**src/rtl/coef_safeload.sv**
```systemverilog
module coef_safeload #(
  parameter int AW    = 10,
  parameter int DW    = 28,
  parameter int SW    = 24,
  parameter int NSLOT = 5,
  parameter int SELW  = 5
) (
  input  logic            clk,
  input  logic            rst_n,
  input  logic            hst_wr,
  input  logic [SELW-1:0] hst_sel,
  input  logic [7:0]      hst_data,
  input  logic            cp_we,
  input  logic [AW-1:0]   cp_addr,
  input  logic [DW-1:0]   cp_data,
  input  logic            dsp_we,
  input  logic [AW-1:0]   dsp_addr,
  input  logic [DW-1:0]   dsp_data,
  output logic            ram_we,
  output logic [AW-1:0]   ram_addr,
  output logic [DW-1:0]   ram_wdata,
  output logic            busy,
  output logic            done
);
  localparam int NB      = SW / 8;
  localparam int CW      = $clog2(NSLOT + 1);
  localparam int IW      = (NSLOT > 1) ? $clog2(NSLOT) : 1;
  localparam int SEL_ALO = NSLOT * NB;
  localparam int SEL_AHI = SEL_ALO + 1;
  localparam int SEL_CNT = SEL_ALO + 2;
  localparam int SEL_UPD = SEL_ALO + 3;

  logic [SW-1:0] slot_q [NSLOT];
  logic [AW-1:0] start_q;
  logic [CW-1:0] cnt_q;
  logic [IW-1:0] idx_q;

  wire            stage_wr = hst_wr & ~busy;
  wire [CW-1:0]   cnt_eff  = (cnt_q > CW'(NSLOT)) ? CW'(NSLOT) : cnt_q;
  wire            launch   = stage_wr && (hst_sel == SELW'(SEL_UPD)) && hst_data[0] && (cnt_eff != '0);
  wire            sl_slot  = busy & ~cp_we & ~dsp_we;
  wire            sl_last  = ({{(CW > IW ? 1 : IW - CW + 1){1'b0}}, idx_q} + 1'b1) ==
                             {{(IW > CW ? 1 : CW - IW + 1){1'b0}}, cnt_eff};
  wire [SW-1:0]   sl_val   = slot_q[idx_q];

  always_ff @(posedge clk or negedge rst_n) begin
    if (!rst_n) begin
      for (int s = 0; s < NSLOT; s++) slot_q[s] <= '0;
      start_q <= '0;
      cnt_q   <= '0;
    end else if (stage_wr) begin
      for (int s = 0; s < NSLOT; s++)
        for (int b = 0; b < NB; b++)
          if (hst_sel == SELW'(s * NB + b)) slot_q[s][b*8 +: 8] <= hst_data;
      if (hst_sel == SELW'(SEL_ALO)) start_q[7:0]    <= hst_data;
      if (hst_sel == SELW'(SEL_AHI)) start_q[AW-1:8] <= hst_data[AW-9:0];
      if (hst_sel == SELW'(SEL_CNT)) cnt_q           <= hst_data[CW-1:0];
    end
  end

  always_ff @(posedge clk or negedge rst_n) begin
    if (!rst_n) begin
      busy  <= 1'b0;
      done  <= 1'b0;
      idx_q <= '0;
    end else begin
      done <= 1'b0;
      if (launch) begin
        busy  <= 1'b1;
        idx_q <= '0;
      end else if (sl_slot) begin
        if (sl_last) begin
          busy <= 1'b0;
          done <= 1'b1;
        end else begin
          idx_q <= idx_q + 1'b1;
        end
      end
    end
  end

  assign ram_we    = cp_we | dsp_we | busy;
  assign ram_addr  = cp_we  ? cp_addr  :
                     dsp_we ? dsp_addr : start_q + AW'(idx_q);
  assign ram_wdata = cp_we  ? cp_data  :
                     dsp_we ? dsp_data : {{(DW-SW){sl_val[SW-1]}}, sl_val};
endmodule

```
**config.mk**
```make
export PLATFORM = sky130hd
export DESIGN_NAME = coef_safeload
export DESIGN_NICKNAME = d
export VERILOG_FILES = /design/src/rtl/coef_safeload.sv
export SDC_FILE = /design/constraint.sdc
export NUM_CORES = 1
export LEC_CHECK = 0
export ABC_AREA = 1
export BUFFER_PORTS_ARGS = -buffer_cell sky130_fd_sc_hd__buf_2
export CAP_MARGIN = 20
export CORE_AREA = 4 4 125 127
export CTS_CLUSTER_SIZE = 24
export DETAILED_ROUTE_END_ITERATION = 10
export DIE_AREA = 0 0 129 131
export PLACE_DENSITY = 0.72
export SYNTH_ARGS = -nofsm -noshare
export SYNTH_HDL_FRONTEND = slang
export SYNTH_SLANG_ARGS = --single-unit
```
**constraint.sdc**
```tcl
create_clock -name clk -period 3.3 [get_ports clk]
set_clock_uncertainty 0.05 [all_clocks]
set_input_delay 0.165 -clock clk [delete_from_list [all_inputs] [get_ports clk]]
set_output_delay 0.165 -clock clk [all_outputs]
set_load 0.02 [all_outputs]
```
==> metrics.md, run 1 <==
| Metric | Value |
|---|---|
| Internal cell power | `0.00380 W` |
| Die span in y | `131 um` |
| Die span in x | `129 um` |
| Post-DP Area | `7820 um^2` |
| Final Non-Filler Cells | `1237` |
| Yosys cell types | `27` |
| Psw | `0.00238 W` |
| N_diodes | `0` |
| First-pass iteration count of the detailed router | `5` |
| Worst skew pair latency | `420 ps` |
| Sequential power share | `35.9%` |
| Largest net degree at the start of global routing | `81` |
| Total core area | `14400 um^2` |
| Post-layout util | `57.9%` |
| Htree depth | `4` |
| # DRC | `0` |
| Dpl hpwl | `13.4 mm` |
| Worst path bufs/invs | `3` |
| RSZ-0062 raised after global routing | `false` |
| Avg Vias per Cell | `5.48` |
| Area Growth Syn to Fin | `18.0%` |
| CP Data Required Time | `3080 ps` |
| CP max stage delay | `360 ps` |
| Actual slew at the worst max-slew pin | `758 ps` |
| Clock network fraction of total power | `28.2%` |
| Worst path top cell family by delay | `buffers and inverters` |
| Vias in the first global route | `6173` |
| Crit path arrival time | `2300 ps` |
| Syn Nets | `1033` |
| Port bufs | `134` |
| Yosys reg bits | `138` |
| CP endpoint kind | `primary output` |
| Top cells by area, synth | `dfrtp_1 (49%), nand2_1 (16%), o21ai_0 (13%)` |
| Fmax achieved | `397 MHz` |
| Total die area | `16900 um^2` |
| Final Instance Area | `8360 um^2` |
| Yosys warning total | `0` |
| Most common cell on crit path | `buf_4` |
| CP max FO | `28` |
| Outcome | `complete, no violations` |
| CTS root buffer | `clkbuf_16` |
| Sw frac | `38.5%` |
| Clock sinks | `138` |
| Period utilisation layout | `76.2%` |
| Setup Crit Path Kind | `flop to primary output` |
| First-pass GRT wire length | `32.5 mm` |
| Max-Cap Viols | `0` |
| CTS max path bufs | `2` |
| Tmin final | `2520 ps` |
| HP Class | `primary input to flop` |
| Rows | `44` |
| Mapped Cells | `934` |
| Cell area after synthesis | `7080 um^2` |
| Post-synth top area cell | `dfrtp_1` |
| CP Launch Type | `flop` |
| Final hold vios | `0` |
| Antenna viol nets, final | `0` |
| Slew HR | `49.5%` |
| Commonest non-fill, non-tap cell in the layout | `nand2_1` |
| # placed instances | `1206` |
| Gpl congestion | `0.895` |
| Postcts setup bufs | `0` |
| Top-area cell type share of the netlist area | `48.8%` |
| Syn avg cell area | `7.58 um^2` |
| Hold slack | `247 ps` |
| Seq/Total Area, Yosys | `48.8%` |
| Wirelength, routed | `20.5 mm` |
| Proportion of power drawn by combinational gates | `36.0%` |
| Wirelength per Cell | `16.5 um` |
| TritonCTS Buffers | `17` |
| Total gr overflow | `0` |
| Final-stage net count | `1141` |
| Tot GR Track Use | `24.8%` |
| Hold buffer count at cts | `1` |
| Clock-pin slew on the worst setup and hold paths | `60 ps` |
| Worst ir drop on vdd | `0.000393 V` |
| Setup TNS | `0 ps` |
| Commonest non-fill, non-tap cells in the layout | `nand2_1 (294), o21ai_0 (178), dfrtp_1 (138), buf_2 (133), nor2_1 (100)` |
| Share of cells above drive strength 1 | `17.2%` |
| Initial DRC count | `622` |
| Initial antenna violation count | `0` |
| CTS tree | `yes` |
| Final Max Slew Viols | `0` |
| Filler Cell Count | `1358` |
| Slowest cell on the critical path | `o211ai_1` |
| Initial core utilization | `49.1%` |
| Post-CTS resize count | `0` |
| Total number of vias | `6776` |
| Static Leak | `4.15 nW` |
| Boundary pin count | `135` |
| Setup Viol. Count Final | `0` |
| Worst-path cell chain | `buf_4, buf_4, o21ai_0, o211ai_1, nand3_1, nand2_1, buf_2` |
| Cell Pwr Density | `739 nW/um^2` |
-- flip-flops by register name (all words and copies together), names as in the netlist --
signal / count
slot_q: 120
cnt_q: 3
busy: 1
start_q: 10
done: 1
idx_q: 3
-- worst register-to-register path, stage by stage, from the launching register on --
cell     delay, ps
dfrtp_1        360
buf_4          470
ha_1           300
inv_1           60
nand2_1         90
nand3_1         90
nand2_1         70
nor2_1          40
nand3_1        160
nand2_1        130
nand2_1         80
nand2_1         50
-- metal layers --
metal	GRT usage, %	vias up	wire [um]
li1	-	3303	-
met1	34.2	3198	9120
met2	39.9	248	9760
met3	5.20	27	1240
met4	6.79	0	331
met5	0	-	0
-- synthesized netlist by cell type, drive strengths merged --
master    n
nand2   295
o21ai   183
dfrtp   138
nor2    101
nand3    56
inv      39
clkbuf   36
o211ai   24
a22oi    22
buf      21
nor3      5
ha        4
a21oi     3
o22ai     2
a22o      1
clkinv    1
fa        1
nor4      1
o21bai    1
-- final cells by class --
class                           instances  area (um^2)  area share [%]
Sequential cell                       138         3450            41.3
Clock inverter                          8         73.8           0.883
Timing Repair Buffer                  146          782            9.36
Multi-Input combinational cell        699         3210            38.4
Clock buffer                           22          454            5.43
Inverter                               40          150            1.80
Tap cell                              184          230            2.75
-- metrics by stage --
stage          total power (W)  setup slack (ps)
2_1_floorplan          0.00374              1460
3_3_place_gp           0.00441              1270
3_5_place_dp           0.00445              1240
4_1_cts                0.00621               793
5_1_grt                0.00658               645
6_report               0.00618               784
-- final timing paths --
kind	from	end	slack, ps	cells past startpoint
worst max-delay path	idx_q[1]$_DFFE_PN0P_	ram_wdata[18]	780	7
worst min-delay path	hst_sel[1]	start_q[1]$_DFFE_PN0P_	250	3
worst max register to register	idx_q[0]$_DFFE_PN0P_	idx_q[0]$_DFFE_PN0P_	1240	11
worst min register to register	slot_q[55]$_DFFE_PN0P_	slot_q[55]$_DFFE_PN0P_	430	2
max in group asynchronous	rst_n	slot_q[118]$_DFFE_PN0P_	2100	3
min in group asynchronous	rst_n	start_q[1]$_DFFE_PN0P_	300	2
-- power groups by stage --
stage / sequential (W) / combinational [W] / clock, W
detailed placement: 0.00223 / 0.00222 / 0
CTS: 0.00221 / 0.00223 / 0.00176
floorplan: 0.00219 / 0.00154 / 0
global route: 0.00225 / 0.00250 / 0.00184
global placement: 0.00222 / 0.00219 / 0
finish: 0.00222 / 0.00222 / 0.00174
-- cells by family after synthesis --
group	share of synthesized area (%)
flops	48.8
simple gates	25.9
fa+ha+maj	0.989
compound gates	18.4
buf+inv	5.90
(Power assumes the default switching activity.)
==> run 2, diff against run 1 <==
Settings changed: PLACE_DENSITY 0.72 to 0.74.
Clock period 3.3 ns to 2.1 ns, I/O delays scaled along.
==> metrics.md, run 2 (same netlist as run 1, synthesis figures left out) <==
| Metric | Value |
|---|---|
| Avg Vias per Cell | `5.64 (+3.0%)` |
| Rows | `44 (unchanged)` |
| Static Leak | `4.54 nW (+9.5%)` |
| CP max FO | `6 (-79%)` |
| FF-to-FF path depth | `11 (unchanged)` |
| Worst-path cell chain | `buf_12, clkinvlp_4, buf_12, clkbuf_16, nor2_4, o211ai_1, nand3_1, nand2_1, buf_6` |
| Initial core utilization | `49.1% (unchanged)` |
| Launching point of the worst reg2reg path | `idx_q[0]$_DFFE_PN0P_` |
| Setup Viol. Count Final | `32 (+32)` |
| Total number of vias | `7126 (+5.2%)` |
| Total gr overflow | `0 (unchanged)` |
| Initial antenna violation count | `0 (unchanged)` |
| Failing checks | `negative setup slack` |
| Tmin final | `2220 ps` |
| CTS tree | `yes` |
| CP Data Required Time | `1950 ps (-1130 ps)` |
| Setup Crit Path Kind | `flop to primary output` |
| Max reg flops | `120 (unchanged)` |
| Commonest non-fill, non-tap cells in the layout | `nand2_1 (288), o21ai_0 (152), dfrtp_1 (135), buf_2 (100), nor2_1 (78)` |
| Pre-CTS setup slack | `195 ps (-1040 ps)` |
| Total die area | `16900 um^2 (unchanged)` |
| CTS root buffer | `clkbuf_16` |
| RR Endpoint | `idx_q[2]$_DFFE_PN0P_` |
| Fmax achieved | `451 MHz` |
| Wirelength per Cell | `18.1 um (+9.1%)` |
| Worst ir drop on vdd | `0.000910 V (+130%)` |
| Slowest cell on the critical path | `dfrtp_2` |
| Dpl hpwl | `13.5 mm (+1.2%)` |
| Register with the most flip-flops | `slot_q` |
| Hold slack | `160 ps (-87.1 ps)` |
| Vias in the first global route | `6541 (+6.0%)` |
| First-pass iteration count of the detailed router | `6 (+1)` |
| N_diodes | `0 (unchanged)` |
| Area Growth Syn to Fin | `33.0%` |
| Commonest non-fill, non-tap cell in the layout | `nand2_1` |
| Crit path arrival time | `2060 ps (-240 ps)` |
| Htree depth | `4 (unchanged)` |
| Largest net degree at the start of global routing | `53 (-35%)` |
| Clock sinks | `138 (unchanged)` |
| Outcome | `finished, violations left` |
| Period utilisation layout | `106%` |
| Gpl congestion | `0.875 (-2.2%)` |
| RSZ-0062 raised after global routing | `true` |
| Antenna viol nets, final | `0 (unchanged)` |
| Clock-pin slew on the worst setup and hold paths | `50 ps (about the same)` |
| Max-Cap Viols | `0 (unchanged)` |
| Total core area | `14400 um^2 (unchanged)` |
| Die span in x | `129 um (unchanged)` |
| # DRC | `0 (unchanged)` |
| CTS max path bufs | `2 (unchanged)` |
| Worst Slack Setup Final | `-117 ps (-902 ps)` |
| Most common cell on crit path | `buf_12` |
| Actual slew at the worst max-slew pin | `745 ps (-13.2 ps)` |
| TritonCTS Buffers | `17 (unchanged)` |
| CP Launch Type | `flop` |
| Port bufs | `134 (unchanged)` |
| HP Class | `primary input to async pin` |
| Worst skew pair latency | `430 ps (about the same)` |
| Largest regs | `slot_q (120), start_q (10)` |
| Boundary pin count | `135 (unchanged)` |
| Cell Pwr Density | `1270 nW/um^2 (+72%)` |
| CP max stage delay | `440 ps (+80 ps)` |
| R2r setup slk | `120 ps (-1120 ps)` |
| CP endpoint kind | `primary output` |
| Wirelength, routed | `22.8 mm (+11%)` |
| Final Max Slew Viols | `0 (unchanged)` |
| Slew HR | `50.3% (+0.83 points)` |
| Final hold vios | `0 (unchanged)` |
| Initial DRC count | `713 (+15%)` |
| First-pass GRT wire length | `34.2 mm (+5.3%)` |
| Die span in y | `131 um (unchanged)` |
| Share of cells above drive strength 1 | `25.9% (+8.8 points)` |
| Tot GR Track Use | `26.2% (+1.4 points)` |
| Final-stage net count | `1165 (+2.1%)` |
## run 2: changes by cell type in the layout (fill, tap and decap cells not counted), moves of 6 or more
cell,delta
clkbuf_16,+6
nor2_4,+10
buf_2,-33
buf_4,+11
nand3_2,+12
nor2_2,+12
nand3_1,-12
buf_6,+31
o21ai_2,+17
nand2_1,-6
o21ai_0,-26
o21ai_1,+7
nor2_1,-22
## run 2: worst max-delay path: cells and delay by family, from the launching register on
kind | cells | cell delay, ps
flops | 1 | 440
buf+inv | 5 | 690
compound gates | 1 | 250
simple gates | 3 | 230
## run 2: how the worst max path moves through the flow
stage	depth (start not counted)	endpoint	start
global placement	10	ram_addr[8]	idx_q[0]$_DFFE_PN0P_
detailed placement	10	ram_addr[8]	idx_q[0]$_DFFE_PN0P_
floorplan	7	ram_addr[4]	idx_q[0]$_DFFE_PN0P_
CTS	11	ram_addr[8]	idx_q[0]$_DFFE_PN0P_
global route	9	ram_wdata[20]	idx_q[0]$_DFFE_PN0P_
finish	9	ram_wdata[20]	idx_q[0]$_DFFE_PN0P_
## run 2: through the flow
stage | total power [W] | utilization, % | instance area (um^2) | instances | setup TNS [ps]
after global placement | 0.00704 | 54.9 | 7920 | 1213 | 0
after detailed placement | 0.00712 | 54.9 | 7920 | 1213 | 0
after CTS | 0.0109 | 61.4 | 8860 | 1255 | -2050
after floorplan | 0.00587 | - | 7080 | 934 | 0
after global routing | 0.0126 | 65.3 | 9420 | 1263 | -4750
final | 0.0120 | 65.3 | 9420 | 1263 | -1970
## run 2: timing repair
item	4_1_cts	5_1_grt
endpoints found under the setup margin	35	39
hold buffers	1	0
pin swaps	17	58
gates resized for setup	74	108
endpoints found under the hold margin	70	0
gates cloned	3	7
setup buffers	6	2
## run 2: final cells by class
class                      count  area, um^2
clock buffer                  21         470
clock inverter                11         168
fill                        1172        5010
inverter                      40         154
multi-input combinational    699        3520
sequential                   138        3460
tap                          184         230
timing repair buffer         170        1410
## run 2: per-layer routing
metal / part of all wire (%) / GRT usage (%)
met5: 0 / 0
met4: 2.3 / 8.59
met3: 8.4 / 5.37
met2: 48 / 42.8
met1: 41 / 35.2
## run 2: report_power, final
part	internal, W	switching, W	total [W]	leakage (nW)
clock network	0.00208	0.00114	0.00322	0.309
registers	0.00318	0.000397	0.00358	1.79
logic	0.00224	0.00294	0.00519	2.44
==> run 3, diff against run 2 <==
Settings changed: PLACE_DENSITY 0.74 to 0.72, RECOVER_POWER from default to 25.
Clock period 2.1 ns to 2.9 ns, I/O delays scaled along.
==> metrics.md, run 3 (same netlist as run 1, synthesis figures left out) <==
| Metric | Value |
|---|---|
| Rows | `44 (unchanged)` |
| Gpl congestion | `0.915 (+4.5%)` |
| Setup Viol. Count Final | `0 (-100%)` |
| Total gr overflow | `0 (unchanged)` |
| Worst ir drop on vdd | `0.000535 V (-41%)` |
| Clock-pin slew on the worst setup and hold paths | `60 ps (about the same)` |
| CP endpoint kind | `primary output` |
| TritonCTS Buffers | `17 (unchanged)` |
| # DRC | `0 (unchanged)` |
| Area Growth Syn to Fin | `19.5%` |
| Filler Cell Count | `1315 (+12%)` |
| Postcts setup bufs | `0 (-6)` |
| Initial antenna violation count | `0 (unchanged)` |
| CP max stage delay | `550 ps (+110 ps)` |
| Slew HR | `-27.4% (-78 points)` |
| Final Non-Filler Cells | `1242 (-1.7%)` |
| CP Data Required Time | `2710 ps (+760 ps)` |
| Clock network fraction of total power | `30.9% (+4.0 points)` |
| Wirelength, routed | `20.2 mm (-12%)` |
| Tmin final | `2540 ps` |
| Wirelength per Cell | `16.2 um (-10%)` |
| Tot GR Track Use | `24.8% (-1.4 points)` |
| Initial core utilization | `49.1% (unchanged)` |
| Port bufs | `134 (unchanged)` |
| Total number of vias | `6721 (-5.7%)` |
| Proportion of power drawn by combinational gates | `34.5% (-8.8 points)` |
| Worst-path cell chain | `buf_4, nor2_1, buf_4, nand2_1, nand2_1, nand3_1, nand2_1, buf_2` |
| Max reg flops | `120 (unchanged)` |
| Hold buffer count at cts | `1 (unchanged)` |
| HP Class | `primary input to flop` |
| Final hold vios | `0 (unchanged)` |
| # placed instances | `1209 (-0.33%)` |
| First-pass GRT wire length | `32.8 mm (-4.3%)` |
| Final Max Slew Viols | `74 (+74)` |
| Post-CTS resize count | `0 (-100%)` |
| Slowest cell on the critical path | `nor2_1` |
| Static Leak | `4.19 nW (-7.8%)` |
| Clock sinks | `138 (unchanged)` |
| Initial DRC count | `595 (-17%)` |
| Total core area | `14400 um^2 (unchanged)` |
| Htree depth | `4 (unchanged)` |
| Sw frac | `37.5% (+0.10 points)` |
| Actual slew at the worst max-slew pin | `1910 ps (+1170 ps)` |
| Commonest non-fill, non-tap cell in the layout | `nand2_1` |
| Internal cell power | `0.00457 W (-39%)` |
| Fmax achieved | `393 MHz` |
| Total die area | `16900 um^2 (unchanged)` |
| CTS tree | `yes` |
| Dpl hpwl | `13.4 mm (-0.66%)` |
| Failing checks | `max-capacitance violations, max-slew violations` |
| Worst skew pair latency | `420 ps (about the same)` |
| Crit path arrival time | `2350 ps (+290 ps)` |
| Setup Crit Path Kind | `flop to primary output` |
| Commonest non-fill, non-tap cells in the layout | `nand2_1 (294), o21ai_0 (178), dfrtp_1 (138), buf_2 (132), nor2_1 (100)` |
| First-pass iteration count of the detailed router | `5 (-1)` |
| Share of cells above drive strength 1 | `17.8% (-8.2 points)` |
| CTS root buffer | `clkbuf_16` |
| Antenna viol nets, final | `0 (unchanged)` |
| Largest net degree at the start of global routing | `75 (+42%)` |
| Most common cell on crit path | `nand2_1` |
| Die span in y | `131 um (unchanged)` |
| Outcome | `finished, violations left` |
| Max-Cap Viols | `1 (+1)` |
| Register with the most flip-flops | `slot_q` |
| Boundary pin count | `135 (unchanged)` |
| Die span in x | `129 um (unchanged)` |
| Psw | `0.00274 W (-39%)` |
| Largest regs | `slot_q (120), start_q (10)` |
| Vias in the first global route | `6301 (-3.7%)` |
| Setup TNS | `0 ps (+1970 ps)` |
| Avg Vias per Cell | `5.41 (-4.1%)` |
| Cell Pwr Density | `864 nW/um^2 (-32%)` |
| Period utilisation layout | `87.7%` |
| Sequential power share | `34.6% (+4.7 points)` |
| CP Launch Type | `flop` |
| CP max FO | `15 (+9)` |
| N_diodes | `0 (unchanged)` |
| CTS max path bufs | `2 (unchanged)` |
| RSZ-0062 raised after global routing | `false` |
| Final-stage net count | `1144 (-1.8%)` |
==> run 3: changes by cell type in the layout (fill, tap and decap cells not counted), moves of 7 or more <==
cell     delta
nand3_2    -12
nor2_4     -10
nor2_2     -12
buf_6      -32
o21ai_2    -17
o21ai_0    +26
buf_2      +32
nor2_1     +22
nand3_1    +12
o21ai_1     -7
buf_4       -8
==> run 3: final cells by class <==
type	instances	area, um^2	area share, %
Clock buffer	20	457	5.40
Clock inverter	12	164	1.94
Inverter	40	150	1.77
Multi-Input combinational cell	699	3210	38.0
Sequential cell	138	3450	40.8
Tap cell	184	230	2.72
Timing Repair Buffer	149	797	9.42
==> run 3: worst paths after layout <==
check | slack, ps | end | start | depth (start not counted)
min in group asynchronous | 750 | start_q[1]$_DFFE_PN0P_ | rst_n | 2
max in group asynchronous | 810 | slot_q[89]$_DFFE_PN0P_ | rst_n | 3
min | 180 | slot_q[56]$_DFFE_PN0P_ | hst_data[0] | 4
max reg2reg | 980 | idx_q[0]$_DFFE_PN0P_ | idx_q[0]$_DFFE_PN0P_ | 10
min reg2reg | 430 | slot_q[80]$_DFFE_PN0P_ | slot_q[80]$_DFFE_PN0P_ | 2
max | 360 | ram_wdata[7] | idx_q[0]$_DFFE_PN0P_ | 8
==> run 3: critical path, delay by kind of cell, from the launching register on <==
kind	cells	cell delay, ps
AND/OR/NAND/NOR	5	890
buffers and inverters	3	660
flip-flops	1	370
==> run 3: metal layers <==
| metal | track usage (%) | share of wire (%) |
|---|---|---|
| met3 | 7.24 | 8.5 |
| met2 | 39.7 | 47 |
| met4 | 5.62 | 1.1 |
| met5 | 0 | 0 |
| met1 | 33.7 | 44 |
==> run 3: through the flow <==
step                      total power (W)  hold slack (ps)  util [%]  area (um^2)  setup slack, ps
final                             0.00732              184      58.7         8460              356
after global routing              0.00780              192      58.7         8460              145
after CTS                         0.00733              177      58.7         8470              327
after detailed placement          0.00507              174      54.4         7840              772
after global placement            0.00502              164      54.4         7840              812
after floorplan                   0.00425             -201         -         7080             1080
==> run 3: power by group through the flow <==
| stage | registers [W] | logic, W | clock network [W] |
|---|---|---|---|
| 2_1_floorplan | 0.00250 | 0.00175 | 0 |
| 3_3_place_gp | 0.00254 | 0.00247 | 0 |
| 3_5_place_dp | 0.00255 | 0.00252 | 0 |
| 4_1_cts | 0.00252 | 0.00253 | 0.00227 |
| 5_1_grt | 0.00257 | 0.00285 | 0.00238 |
| 6_report | 0.00253 | 0.00253 | 0.00226 |
